===== src/rtl/muldiv_pkg.sv =====
package muldiv_pkg;
    localparam int OP_DIV_BIT = 1;
    localparam int OP_SGN_BIT = 0;

    typedef enum logic [1:0] {
        PH_IDLE = 2'd0,
        PH_RUN  = 2'd1,
        PH_FIX  = 2'd2
    } md_phase_e;
endpackage


===== src/rtl/muldiv_mul_step.sv =====
module muldiv_mul_step #(
    parameter int W     = 64,
    parameter int DIGIT = 3
) (
    input  logic [W-1:0]     acc_i,
    input  logic [W-1:0]     mcand_i,
    input  logic [DIGIT-1:0] digit_i,
    output logic [W-1:0]     acc_o,
    output logic [W-1:0]     mcand_o
);
    logic [W-1:0] pp [DIGIT];

    for (genvar g = 0; g < DIGIT; g++) begin : g_pp
        assign pp[g] = digit_i[g] ? (mcand_i << g) : '0;
    end

    always_comb begin
        acc_o = acc_i;
        for (int k = 0; k < DIGIT; k++) begin
            acc_o = acc_o + pp[k];
        end
        mcand_o = mcand_i << DIGIT;
    end
endmodule


===== src/rtl/muldiv_div_step.sv =====
module muldiv_div_step #(
    parameter int W = 32
) (
    input  logic [W-1:0] rem_i,
    input  logic [W-1:0] quo_i,
    input  logic [W-1:0] dvsr_i,
    output logic [W-1:0] rem_o,
    output logic [W-1:0] quo_o
);
    logic [W:0] trial_d;
    logic [W:0] diff_d;
    logic       fits_d;

    always_comb begin
        trial_d = {rem_i, quo_i[W-1]};
        fits_d  = (trial_d >= {1'b0, dvsr_i});
        diff_d  = trial_d - {1'b0, dvsr_i};
        rem_o   = fits_d ? diff_d[W-1:0] : trial_d[W-1:0];
        quo_o   = {quo_i[W-2:0], fits_d};
    end
endmodule


===== src/rtl/muldiv_sign_fix.sv =====
module muldiv_sign_fix #(
    parameter int W = 32
) (
    input  logic           is_div_i,
    input  logic           neg_main_i,
    input  logic           neg_rem_i,
    input  logic [2*W-1:0] prod_i,
    input  logic [W-1:0]   quo_i,
    input  logic [W-1:0]   rem_i,
    output logic [W-1:0]   hi_o,
    output logic [W-1:0]   lo_o
);
    logic [2*W-1:0] prod_s;
    logic [W-1:0]   quo_s;
    logic [W-1:0]   rem_s;

    always_comb begin
        prod_s = neg_main_i ? (~prod_i + 1'b1) : prod_i;
        quo_s  = neg_main_i ? (~quo_i + 1'b1) : quo_i;
        rem_s  = neg_rem_i ? (~rem_i + 1'b1) : rem_i;
        if (is_div_i) begin
            hi_o = rem_s;
            lo_o = quo_s;
        end else begin
            hi_o = prod_s[2*W-1:W];
            lo_o = prod_s[W-1:0];
        end
    end
endmodule


===== src/rtl/iter_muldiv.sv =====
module iter_muldiv
    import muldiv_pkg::*;
#(
    parameter int XLEN      = 32,
    parameter int MUL_DIGIT = 3
) (
    input  logic            clk,
    input  logic            rst_n,
    input  logic            start_i,
    input  logic [1:0]      op_i,
    input  logic [XLEN-1:0] opa_i,
    input  logic [XLEN-1:0] opb_i,
    output logic            busy_o,
    input  logic            rd_req_i,
    input  logic            rd_hi_i,
    output logic            rd_valid_o,
    output logic [XLEN-1:0] rd_data_o
);
    localparam int MUL_ITER = (XLEN + MUL_DIGIT - 1) / MUL_DIGIT;
    localparam int DIV_ITER = XLEN;
    localparam int MAX_ITER = (MUL_ITER > DIV_ITER) ? MUL_ITER : DIV_ITER;
    localparam int CNT_W    = $clog2(MAX_ITER + 1);
    localparam int PW       = 2 * XLEN;

    typedef struct packed {
        md_phase_e       phase;
        logic [CNT_W-1:0] cnt;
        logic            is_div;
        logic            neg_main;
        logic            neg_rem;
        logic [PW-1:0]   acc;
        logic [PW-1:0]   mcand;
        logic [XLEN-1:0] mplier;
        logic [XLEN-1:0] rem;
        logic [XLEN-1:0] quo;
        logic [XLEN-1:0] dvsr;
        logic [XLEN-1:0] hi;
        logic [XLEN-1:0] lo;
    } md_state_t;

    md_state_t st_q, st_d;

    logic            sgn_op_d;
    logic            a_neg_d, b_neg_d;
    logic [XLEN-1:0] a_mag_d, b_mag_d;
    logic [PW-1:0]   acc_step, mcand_step;
    logic [XLEN-1:0] rem_step, quo_step;
    logic [XLEN-1:0] hi_fix, lo_fix;

    muldiv_mul_step #(.W(PW), .DIGIT(MUL_DIGIT)) u_mul_step (
        .acc_i   (st_q.acc),
        .mcand_i (st_q.mcand),
        .digit_i (st_q.mplier[MUL_DIGIT-1:0]),
        .acc_o   (acc_step),
        .mcand_o (mcand_step)
    );

    muldiv_div_step #(.W(XLEN)) u_div_step (
        .rem_i  (st_q.rem),
        .quo_i  (st_q.quo),
        .dvsr_i (st_q.dvsr),
        .rem_o  (rem_step),
        .quo_o  (quo_step)
    );

    muldiv_sign_fix #(.W(XLEN)) u_sign_fix (
        .is_div_i   (st_q.is_div),
        .neg_main_i (st_q.neg_main),
        .neg_rem_i  (st_q.neg_rem),
        .prod_i     (st_q.acc),
        .quo_i      (st_q.quo),
        .rem_i      (st_q.rem),
        .hi_o       (hi_fix),
        .lo_o       (lo_fix)
    );

    always_comb begin
        st_d     = st_q;
        sgn_op_d = op_i[OP_SGN_BIT];
        a_neg_d  = sgn_op_d & opa_i[XLEN-1];
        b_neg_d  = sgn_op_d & opb_i[XLEN-1];
        a_mag_d  = a_neg_d ? (~opa_i + 1'b1) : opa_i;
        b_mag_d  = b_neg_d ? (~opb_i + 1'b1) : opb_i;

        unique case (st_q.phase)
            PH_IDLE: begin
                if (start_i) begin
                    st_d.phase    = PH_RUN;
                    st_d.is_div   = op_i[OP_DIV_BIT];
                    st_d.neg_main = a_neg_d ^ b_neg_d;
                    st_d.neg_rem  = a_neg_d;
                    st_d.acc      = '0;
                    st_d.mcand    = {{XLEN{1'b0}}, a_mag_d};
                    st_d.mplier   = b_mag_d;
                    st_d.rem      = '0;
                    st_d.quo      = a_mag_d;
                    st_d.dvsr     = b_mag_d;
                    st_d.cnt      = op_i[OP_DIV_BIT] ? CNT_W'(DIV_ITER - 1)
                                                     : CNT_W'(MUL_ITER - 1);
                end
            end
            PH_RUN: begin
                if (st_q.is_div) begin
                    st_d.rem = rem_step;
                    st_d.quo = quo_step;
                end else begin
                    st_d.acc    = acc_step;
                    st_d.mcand  = mcand_step;
                    st_d.mplier = st_q.mplier >> MUL_DIGIT;
                end
                if (st_q.cnt == '0) begin
                    st_d.phase = PH_FIX;
                end else begin
                    st_d.cnt = st_q.cnt - 1'b1;
                end
            end
            PH_FIX: begin
                st_d.hi    = hi_fix;
                st_d.lo    = lo_fix;
                st_d.phase = PH_IDLE;
            end
            default: st_d.phase = PH_IDLE;
        endcase
    end

    always_ff @(posedge clk or negedge rst_n) begin
        if (!rst_n) begin
            st_q <= '0;
        end else begin
            st_q <= st_d;
        end
    end

    assign busy_o     = (st_q.phase != PH_IDLE);
    assign rd_valid_o = rd_req_i & (st_q.phase == PH_IDLE);
    assign rd_data_o  = rd_hi_i ? st_q.hi : st_q.lo;

    // busy only rises after a start pulse seen while idle
    assert_busy_from_start_R5: assert property (@(posedge clk) disable iff (!rst_n)
        $rose(busy_o) |-> $past(start_i));

    // result registers hold still while iterating
    assert_hilo_hold_R6: assert property (@(posedge clk) disable iff (!rst_n)
        (st_q.phase == PH_RUN) |=> ($stable(st_q.hi) && $stable(st_q.lo)));

    // multiply never counts beyond its iteration budget
    assert_mul_cnt_R2: assert property (@(posedge clk) disable iff (!rst_n)
        (st_q.phase == PH_RUN && !st_q.is_div) |-> (st_q.cnt < CNT_W'(MUL_ITER)));

    // busy drops only after the sign-fix cycle
    assert_busy_drop_R4: assert property (@(posedge clk) disable iff (!rst_n)
        $fell(busy_o) |-> ($past(st_q.phase) == PH_FIX));

    // a zero divisor drives every quotient bit to one before the fix
    assert_divzero_quo_R8: assert property (@(posedge clk) disable iff (!rst_n)
        (st_q.phase == PH_FIX && st_q.is_div && st_q.dvsr == '0) |-> (st_q.quo == '1));
endmodule


===== config.mk =====
export PLATFORM = sky130hd
export DESIGN_NAME = iter_muldiv
export DESIGN_NICKNAME = d
export VERILOG_FILES = /design/src/rtl/muldiv_pkg.sv /design/src/rtl/muldiv_mul_step.sv /design/src/rtl/muldiv_div_step.sv /design/src/rtl/muldiv_sign_fix.sv /design/src/rtl/iter_muldiv.sv
export SDC_FILE = /design/constraint.sdc
export NUM_CORES = 1
export LEC_CHECK = 0
export BUFFER_PORTS_ARGS = -buffer_cell sky130_fd_sc_hd__buf_2
export CORE_ASPECT_RATIO = 0.75
export CORE_MARGIN = 2
export CORE_UTILIZATION = 35
export CTS_CLUSTER_SIZE = 30
export DETAILED_ROUTE_END_ITERATION = 8
export GPL_TIMING_DRIVEN = 1
export MAX_ROUTING_LAYER = met4
export PLACE_DENSITY = 0.5
export SYNTH_ARGS = -nofsm -noshare
export SYNTH_HDL_FRONTEND = slang
export SYNTH_SLANG_ARGS = --single-unit

===== constraint.sdc =====
create_clock -name clk -period 6.8 [get_ports clk]
set_clock_uncertainty 0.05 [all_clocks]
set_input_delay 0.68 -clock clk [delete_from_list [all_inputs] [get_ports clk]]
set_output_delay 0.68 -clock clk [all_outputs]
set_load 0.005 [all_outputs]

==> summary.txt, run 1 <==
Yosys
  – Ys async rst share: 100.0%
  – Most common cell in the synthesized netlist: nand2_1
  – Syn_area_per_cell: 8.292 µm²
  – Yosys warnings: 0
  – Simple-gate area share of the yosys netlist: 16.61%
  – Post-Synth XOR/XNOR Area: 7.745%
  – Main combinational cell family by area after synthesis: compound AO/OA/AOI/OAI gates
  – Most frequent cells after synthesis: 534 x nand2_1, 331 x dfrtp_1, 305 x o21ai_0, 250 x inv_1, 249 x a21oi_1
  – Leading area contributor after synthesis: dfrtp_1
  – Cells after Synth: 3246
  – Post-synthesis compound-gate area fraction: 22.29%
  – Post-synth cell types: 74
  – EDFF count, synth: 0
  – Synthesized area: 26910 µm²
  – Post-synth top area share: 30.77%
  – Net count after synthesis: 3544
  – Mux contribution to synthesized area: 2.338%
  – Seq/Total Area, Yosys: 30.77%
  – Adder-Cell Fraction of Synth Area: 14.04%
  – Post-synth top flop: dfrtp_1
  – Dominant cells by area after synthesis: dfrtp_1 31%, fa_1 9.3%, nand2_1 7.4%
  – Seq cells post-synth: 331

STA
  – RSZ-0062 raised after global routing: no
  – Final Max Tran Viols: 0
  – Worst-Margin Slew: 1111 ps
  – Setup violators final: 0
  – Fmax: 0.1708 GHz
  – Fin crit period: 5856 ps
  – Setup total negative slack: 0 ps
  – Worst hold slack: 50.43 ps
  – Worst slew margin: 24.03%
  – Hold Fails Final Rpt: 0
  – Tcrit/Tclk final: 86.11%

Global routing
  – Gr usage total: 23.57%
  – First-pass GRT wire length: 140800 µm
  – Number of global-route vias before repair: 22468
  – Pin count of the biggest net entering global routing: 135
  – GR Overflow Total: 0
  – Initial antenna violation count: 5

CTS
  – Num CTS Buffers: 41
  – H-tree depth: 2
  – Clk root buf: clkbuf_16
  – Longest Clk Path Bufs: 3
  – Number of cells upsized or downsized after cts: 0
  – Setup Buffers After CTS: 0
  – Clk pin slew, worst setup/hold paths: 60 ps
  – Clk sinks: 331
  – Clock insertion delay at the later pin of the skew report: 590 ps
  – Hold Buf Count CTS: 0
  – CTS tree: built

Cells and area
  – Biggest register: st_q
  – Nets: 3531
  – Multi-input logic area: 17020 µm²
  – Fillers: 7984
  – Max FFs per register: 331
  – Layout area overhead: 10.83%
  – Register area: 8292 µm²
  – Layout cell share with drive strength beyond 1: 8.762%
  – Largest regs: st_q: 331 flops
  – Antenna Cells: 0

Power
  – Leak: 13.58 nW
  – Pwr Total: 0.004631 W
  – Maximum VDD drop: 0.1525 mV
  – Pwr dens: 155.3 nW/µm²

Worst setup path
  – WP buf/inv: 3
  – CP Max Fanout: 20
  – Worst Setup Path Type: register to register
  – Data required, critical path: 7230 ps
  – CP Cell Sequence: buf_4 -> nand2_1 -> fa_1 -> fa_1 -> inv_1 -> ha_1 -> a21oi_1 -> o21ai_0 -> a2111oi_0 -> and2_1 -> a21boi_0 -> buf_4 -> a41oi_1 -> o31ai_1 -> o31ai_1 -> xnor2_1 -> a22o_1
  – Crit path largest cell delay: 960 ps
  – CP delay by family, top: compound AO/OA/AOI/OAI gates
  – CP Launch Type: register
  – CP Capture Type: register
  – CP max-delay cell: a2111oi_0
  – Worst Path Arrival: 6290 ps

Worst hold path
  – HP Class: input port to asynchronous set/reset pin

Drt
  – Antenna viol nets, final: 0
  – Drt wl/cell: 20.94 µm
  – Total number of vias: 23352
  – DR pass1 iterations: 6
  – Via-to-Cell Ratio: 5.432
  – DRC: 0
  – Total Wirelength: 90010 µm
  – DR iter-0 viols: 1997

Flow run
  – Max-cap violations: 0

Status
  – Status: finished, final reports clean

Placed design
  – Placer congestion estimate: 0.9310
  – Post-DP HPWL: 68550 µm
  – I/O Buffers: 104

Die
  – Die area: 79160 µm²
  – Row Count: 88
  – Die Ht: 244.2 µm
  – Starting density of the core: 35.17%
  – I/O pin total: 105
  – Die W: 324.2 µm
  – Core ar.: 76520 µm²
[per-layer routing]
layer | GRT usage, % | vias to the layer above | share of wire, %
li1 | - | 11213 | -
met1 | 37.65 | 11433 | 53
met2 | 30.83 | 616 | 39
met3 | 3.528 | 90 | 6.4
met4 | 4.153 | 0 | 1.5
met5 | - | - | 0
[power breakdown]
part | internal, W | leakage [nW] | switching (W)
combinational | 0.0000479 | 8.72 | 0.000111
sequential | 0.00197 | 4.14 | 0
clock | 0.00153 | 0.722 | 0.000972
[worst paths after layout]
kind                                  startpoint  cells after the start               endpoint  slack, ps
max in group asynchronous                  rst_n                      2  st_q[322]$_DFFE_PN0P_       5340
min in group clk                         op_i[1]                      3  st_q[322]$_DFFE_PN0P_        260
min                                        rst_n                      1   st_q[84]$_DFFE_PN0P_         50
min reg2reg                 st_q[71]$_DFFE_PN0P_                      1   st_q[71]$_DFFE_PN0P_        430
max reg2reg                st_q[162]$_DFFE_PN0P_                     17  st_q[317]$_DFFE_PN0P_        940
max                        st_q[162]$_DFFE_PN0P_                     17  st_q[317]$_DFFE_PN0P_        940
[logic make-up after synthesis]
| family | after synthesis |
|---|---|
| AOI/OAI and AO/OA | 962 |
| and+or+nand+nor | 990 |
| muxes | 57 |
| adders and majority gates | 227 |
| buffers and inverters | 441 |
| DFF | 331 |
| xor gates and xnor gates | 238 |
[per-stage QoR]
step,cells,setup WS (ps),instance area (µm²),utilization (%)
2_1_floorplan,3246,1889,26910,-
3_3_place_gp,4225,1150,28330,37.02
3_5_place_dp,4225,1043,28330,37.02
4_1_cts,4299,1033,29830,38.98
5_1_grt,4299,547.1,29830,38.98
6_report,4299,944.2,29830,38.98
[worst reg2reg max path, delay by kind of cell (launching register included)]
family / cells / cell delay [ps]
AO/OA/AOI/OAI: 8 / 2600
AND/OR/NAND/NOR: 2 / 350
XOR/XNOR: 1 / 100
flip-flops: 1 / 610
buffers and inverters: 3 / 600
adder cells (fa/ha/maj): 3 / 1440
[cell usage in the layout (no fill, tap or decap), types with 37 or more instances in the layout]
cell / n
nand2_1: 532
dfrtp_1: 326
o21ai_0: 305
inv_1: 250
a21oi_1: 249
nor2_1: 145
xnor2_1: 145
fa_1: 125
buf_2: 103
ha_1: 102
xor2_1: 93
a21o_1: 71
o22ai_1: 56
o31ai_1: 44
a22o_1: 44
clkbuf_16: 43
nand3_1: 42
nor3_1: 39
mux2_2: 37
[area by class of cell]
type,count,share of cell area (%)
clock buffer,51,3.809
clock inverter,23,1.221
inverter,250,3.146
multi-input combinational,2474,57.04
sequential,331,27.80
tap,1035,4.341
timing repair buffer,135,2.643
Power figures use the tool's default switching activity.
==> run 2, diff against run 1 <==
- CORE_MARGIN: 2 -> 8
==> summary.txt, run 2 (synthesis results as in run 1) <==
Power
  – Pint: 0.003402 W
  – Switching Share: 23.82%
  – Pwr dens: 150.4 nW/µm²
  – Pwr Total: 0.004465 W
  – Sequential power share: 44.1%
  – Comb power frac: 3.5%
  – Net switching power: 0.001064 W
  – Maximum VDD drop: 0.1507 mV
  – Leak: 13.51 nW
  – Clock Power Share: 52.4%

CTS
  – Longest Clk Path Bufs: 3
  – Num CTS Buffers: 40
  – H-tree depth: 2
  – CTS tree: built
  – Clk sinks: 331
  – Number of cells upsized or downsized after cts: 0
  – Setup Buffers After CTS: 0
  – Hold Buf Count CTS: 0
  – Clk root buf: clkbuf_16
  – Clock insertion delay at the later pin of the skew report: 600 ps
  – Clk pin slew, worst setup/hold paths: 60 ps

Die
  – Die area: 86120 µm²
  – Die W: 336.2 µm
  – I/O pin total: 105
  – Die Ht: 256.2 µm
  – Starting density of the core: 35.17%
  – Row Count: 88
  – Core ar.: 76520 µm²

Global routing
  – Initial antenna violation count: 3
  – Gr usage total: 21.11%
  – Pin count of the biggest net entering global routing: 139
  – GR Overflow Total: 0
  – First-pass GRT wire length: 139800 µm
  – Number of global-route vias before repair: 22387

Drt
  – Total number of vias: 23329
  – Drt wl/cell: 20.94 µm
  – DR pass1 iterations: 5
  – Total Wirelength: 89950 µm
  – Antenna viol nets, final: 0
  – Via-to-Cell Ratio: 5.432
  – DR iter-0 viols: 2107
  – DRC: 0

Worst setup path
  – Worst Setup Path Type: register to register
  – WP buf/inv: 3
  – CP Max Fanout: 38
  – CP dominant cell by count: fa_1
  – CP Capture Type: register
  – CP max-delay cell: dfrtp_2
  – Worst Path Arrival: 6310 ps
  – CP Launch Type: register
  – Data required, critical path: 7180 ps
  – CP Cell Sequence: nand2_1 -> fa_1 -> fa_1 -> inv_1 -> ha_1 -> inv_1 -> fa_1 -> nand2b_1 -> a21oi_1 -> o21ai_0 -> a211oi_1 -> o21ai_0 -> o41ai_1 -> buf_4 -> a2bb2oi_1 -> a31oi_1 -> xor2_1 -> o22ai_1
  – Crit path largest cell delay: 900 ps
  – CP delay by family, top: compound AO/OA/AOI/OAI gates

Placed design
  – Placer congestion estimate: 0.9267
  – I/O Buffers: 104
  – Post-DP HPWL: 68630 µm

Cells and area
  – Biggest register: st_q
  – Nets: 3528
  – Most frequent cells in the layout: 532 x nand2_1, 326 x dfrtp_1, 305 x o21ai_0
  – Antenna Cells: 0
  – Max FFs per register: 331
  – Layout cell share with drive strength beyond 1: 8.681%
  – Commonest non-fill, non-tap cell in the layout: nand2_1
  – Largest regs: st_q: 331 flops
  – Layout area overhead: 10.31%

Status
  – Status: finished, final reports clean

STA
  – Fin crit period: 5922 ps
  – Tcrit/Tclk final: 87.09%
  – Worst slew margin: 26.99%
  – Hold Fails Final Rpt: 0
  – Fmax: 0.1689 GHz
  – Setup violators final: 0
  – Worst-Margin Slew: 1084 ps
  – Setup total negative slack: 0 ps
  – RSZ-0062 raised after global routing: no
  – Final Max Tran Viols: 0
  – Worst hold slack: 1.366 ps

Flow run
  – Max-cap violations: 0

Worst hold path
  – HP Class: input port to asynchronous set/reset pin
run 2: worst paths after layout:
| path | slack (ps) | endpoint | depth (start not counted) | startpoint |
|---|---|---|---|---|
| setup / recovery | 880 | st_q[312]$_DFFE_PN0P_ | 18 | st_q[161]$_DFFE_PN0P_ |
| hold / removal | 1 | st_q[323]$_DFFE_PN0P_ | 1 | rst_n |
| setup reg to reg | 880 | st_q[312]$_DFFE_PN0P_ | 18 | st_q[161]$_DFFE_PN0P_ |
| hold reg to reg | 420 | st_q[15]$_DFFE_PN0N_ | 2 | st_q[15]$_DFFE_PN0N_ |
| max in group asynchronous | 5360 | st_q[55]$_DFFE_PN0N_ | 2 | rst_n |
| min in group clk | 270 | st_q[322]$_DFFE_PN0P_ | 3 | op_i[1] |
run 2: per-layer routing:
metal	wire length [µm]	vias to the layer above	GRT usage, %
met2	34010	620	26.84
li1	-	11233	-
met3	6423	108	4.750
met5	0	-	-
met4	1972	0	4.749
met1	47540	11368	33.01
run 2: final cells by class:
| class | count | area [µm²] |
|---|---|---|
| Clock buffer | 47 | 1057 |
| Clock inverter | 25 | 331.6 |
| Fill cell | 7971 | 46830 |
| Inverter | 250 | 938.4 |
| Multi-Input combinational cell | 2474 | 17020 |
| Sequential cell | 331 | 8292 |
| Tap cell | 1035 | 1295 |
| Timing Repair Buffer | 133 | 760.7 |
run 2: power groups by stage:
stage	sequential, W	combinational, W	clock, W
2_1_floorplan	0.00201	0.0000578	0
3_3_place_gp	0.00201	0.000158	0
3_5_place_dp	0.00201	0.000159	0
4_1_cts	0.00197	0.000159	0.00241
5_1_grt	0.00197	0.000176	0.00248
6_report	0.00197	0.000156	0.00234
run 2: worst register-to-register path, stage by stage (launching register included):
cell,delay (ps)
dfrtp_2,900
nand2_1,170
fa_1,490
fa_1,490
inv_1,70
ha_1,190
inv_1,70
fa_1,380
nand2b_1,190
a21oi_1,190
o21ai_0,270
a211oi_1,480
o21ai_0,430
o41ai_1,460
buf_4,200
a2bb2oi_1,340
a31oi_1,150
xor2_1,160
o22ai_1,100
run 2: stage by stage:
| stage | instance area, µm² | cells | setup slack, ps | utilization (%) |
|---|---|---|---|---|
| after floorplan | 26910 | 3246 | 1889 | - |
| after global placement | 28300 | 4223 | 1066 | 36.98 |
| after detailed placement | 28300 | 4223 | 930.5 | 36.98 |
| after CTS | 29690 | 4295 | 889.5 | 38.80 |
| after global routing | 29690 | 4295 | 408.0 | 38.80 |
| final | 29690 | 4295 | 877.6 | 38.80 |
==> run 3, diff against run 2 <==
--- a/config.mk
+++ b/config.mk
@@ -14,5 +14,5 @@
 export GPL_TIMING_DRIVEN = 1
 export MAX_ROUTING_LAYER = met4
-export PLACE_DENSITY = 0.5
+export PLACE_DENSITY = 0.48
 export SYNTH_ARGS = -nofsm -noshare
 export SYNTH_HDL_FRONTEND = slang
==> constraint.sdc (replaced) <==
create_clock -name clk -period 6.8 [get_ports clk]
set_clock_uncertainty 0.05 [all_clocks]
set_input_delay 0.68 -clock clk [delete_from_list [all_inputs] [get_ports clk]]
set_output_delay 0.68 -clock clk [all_outputs]
set_load 0.02 [all_outputs]
==> summary.txt, run 3 (synthesis results as in run 1) <==
Drt
  – Antenna viol nets, final: 0
  – DR iter-0 viols: 2022
  – Total Wirelength: 96440 µm
  – Via-to-Cell Ratio: 5.555
  – DR pass1 iterations: 5
  – Total number of vias: 23848
  – Drt wl/cell: 22.46 µm
  – DRC: 0

Status
  – Status: finished, final reports clean

Power
  – Maximum VDD drop: 0.1315 mV
  – Leak: 13.48 nW
  – Pwr Total: 0.004363 W
  – Pwr dens: 147.4 nW/µm²

Global routing
  – Most used routing layer: met1
  – Gr usage total: 22.74%
  – Met2 usage: 29.95%
  – Met3 GRT Util: 3.782%
  – Initial antenna violation count: 3
  – First-pass GRT wire length: 149100 µm
  – Number of global-route vias before repair: 23112
  – Pin count of the biggest net entering global routing: 153
  – Met1 Use GR: 35.57%
  – GR Overflow Total: 0

Flow run
  – Max-cap violations: 0

Cells and area
  – Commonest non-fill, non-tap cell in the layout: nand2_1
  – Register area: 8292 µm²
  – Antenna Cells: 0
  – Max FFs per register: 331
  – Layout cell share with drive strength beyond 1: 8.502%
  – Most frequent cells in the layout: 532 x nand2_1, 326 x dfrtp_1, 305 x o21ai_0
  – Layout area overhead: 10.00%
  – Final instance area: 29610 µm²
  – Non-Filler Instances: 4293
  – Final Util: 38.69%
  – Nets: 3527
  – Multi-input logic area: 17020 µm²
  – Largest regs: st_q: 331 flops
  – Biggest register: st_q
  – Fillers: 7839

STA
  – Worst slew margin: 18.49%
  – Fin crit period: 5622 ps
  – RSZ-0062 raised after global routing: no
  – Tcrit/Tclk final: 82.68%
  – Worst-Margin Slew: 1210 ps
  – Hold Fails Final Rpt: 0
  – Setup total negative slack: 0 ps
  – Fmax: 0.1779 GHz
  – Setup violators final: 0
  – Final Max Tran Viols: 0

Die
  – Die W: 336.2 µm
  – Core ar.: 76520 µm²
  – Die Ht: 256.2 µm
  – I/O pin total: 105
  – Row Count: 88
  – Die area: 86120 µm²
  – Starting density of the core: 35.17%

CTS
  – Number of cells upsized or downsized after cts: 0
  – Setup Buffers After CTS: 0
  – Hold Buf Count CTS: 0
  – Clk root buf: clkbuf_16
  – Clk pin slew, worst setup/hold paths: 70 ps
  – Longest Clk Path Bufs: 3
  – CTS tree: built
  – Clk sinks: 331
  – H-tree depth: 2
  – Num CTS Buffers: 40
  – Clock insertion delay at the later pin of the skew report: 590 ps

Worst setup path
  – Data required, critical path: 7230 ps
  – CP Max Fanout: 35
  – CP max-delay cell: dfrtp_2
  – CP Launch Type: register
  – CP Cell Sequence: buf_4 -> nand2_1 -> fa_1 -> fa_1 -> inv_1 -> ha_1 -> a21oi_1 -> o21ai_0 -> a2111oi_0 -> a2bb2oi_1 -> o2111ai_1 -> a41oi_1 -> o31ai_1 -> o31ai_1 -> xnor2_1 -> a22o_1
  – CP Capture Type: register
  – Worst Setup Path Type: register to register
  – Worst Path Arrival: 6060 ps
  – Crit path largest cell delay: 750 ps

Placed design
  – Post-DP HPWL: 73910 µm
  – DP Cell Count: 4222
  – Cell Area, Placed: 28310 µm²
  – I/O Buffers: 104
  – Placer congestion estimate: 0.9695

Worst hold path
  – HP Class: input port to asynchronous set/reset pin
## run 3: report_power, final
| group | internal, W | leakage (nW) | switching (W) |
|---|---|---|---|
| Sequential | 0.00197 | 4.14 | 0 |
| Combinational | 0.0000476 | 8.70 | 0.000109 |
| Clock | 0.00127 | 0.637 | 0.000967 |
## run 3: layout make-up
type                       count  share of cell area [%]
clock buffer                  57                   3.939
clock inverter                14                  0.4564
inverter                     250                   3.170
multi-input combinational   2474                   57.47
sequential                   331                   28.01
tap                         1035                   4.374
timing repair buffer         132                   2.586
## run 3: worst paths after layout
| path | from | to | slack [ps] | cells after the start |
|---|---|---|---|---|
| min in group clk | op_i[1] | st_q[322]$_DFFE_PN0P_ | 300 | 3 |
| max in group asynchronous | rst_n | st_q[23]$_DFFE_PN0N_ | 5060 | 2 |
| worst min-delay path | rst_n | st_q[322]$_DFFE_PN0P_ | 160 | 1 |
| worst max-delay path | st_q[162]$_DFFE_PN0P_ | st_q[317]$_DFFE_PN0P_ | 1180 | 16 |
| worst max register to register | st_q[162]$_DFFE_PN0P_ | st_q[317]$_DFFE_PN0P_ | 1180 | 16 |
| worst min register to register | st_q[52]$_DFFE_PN0N_ | st_q[52]$_DFFE_PN0N_ | 420 | 2 |
## run 3: stage by stage
stage,hold WS (ps),setup WS [ps]
floorplan,334.4,1889
finish,163.9,1178
detailed placement,410.7,1249
global placement,406.2,1173
global route,225.6,714.1
CTS,173.6,1236
## run 3: layer usage
metal / up-vias / part of all wire [%]
met1: 11835 / 52
met2: 692 / 40
met3: 107 / 6.2
met5: - / 0
met4: 0 / 2.1
li1: 11214 / -
## run 3: worst max-delay path: cells and delay by family (launching register included)
kind	cells	cell delay, ps
buffers and inverters	2	560
xor gates and xnor gates	1	100
and+or+nand+nor	1	150
DFF	1	750
AOI/OAI and AO/OA	9	2390
adders and majority gates	3	1490
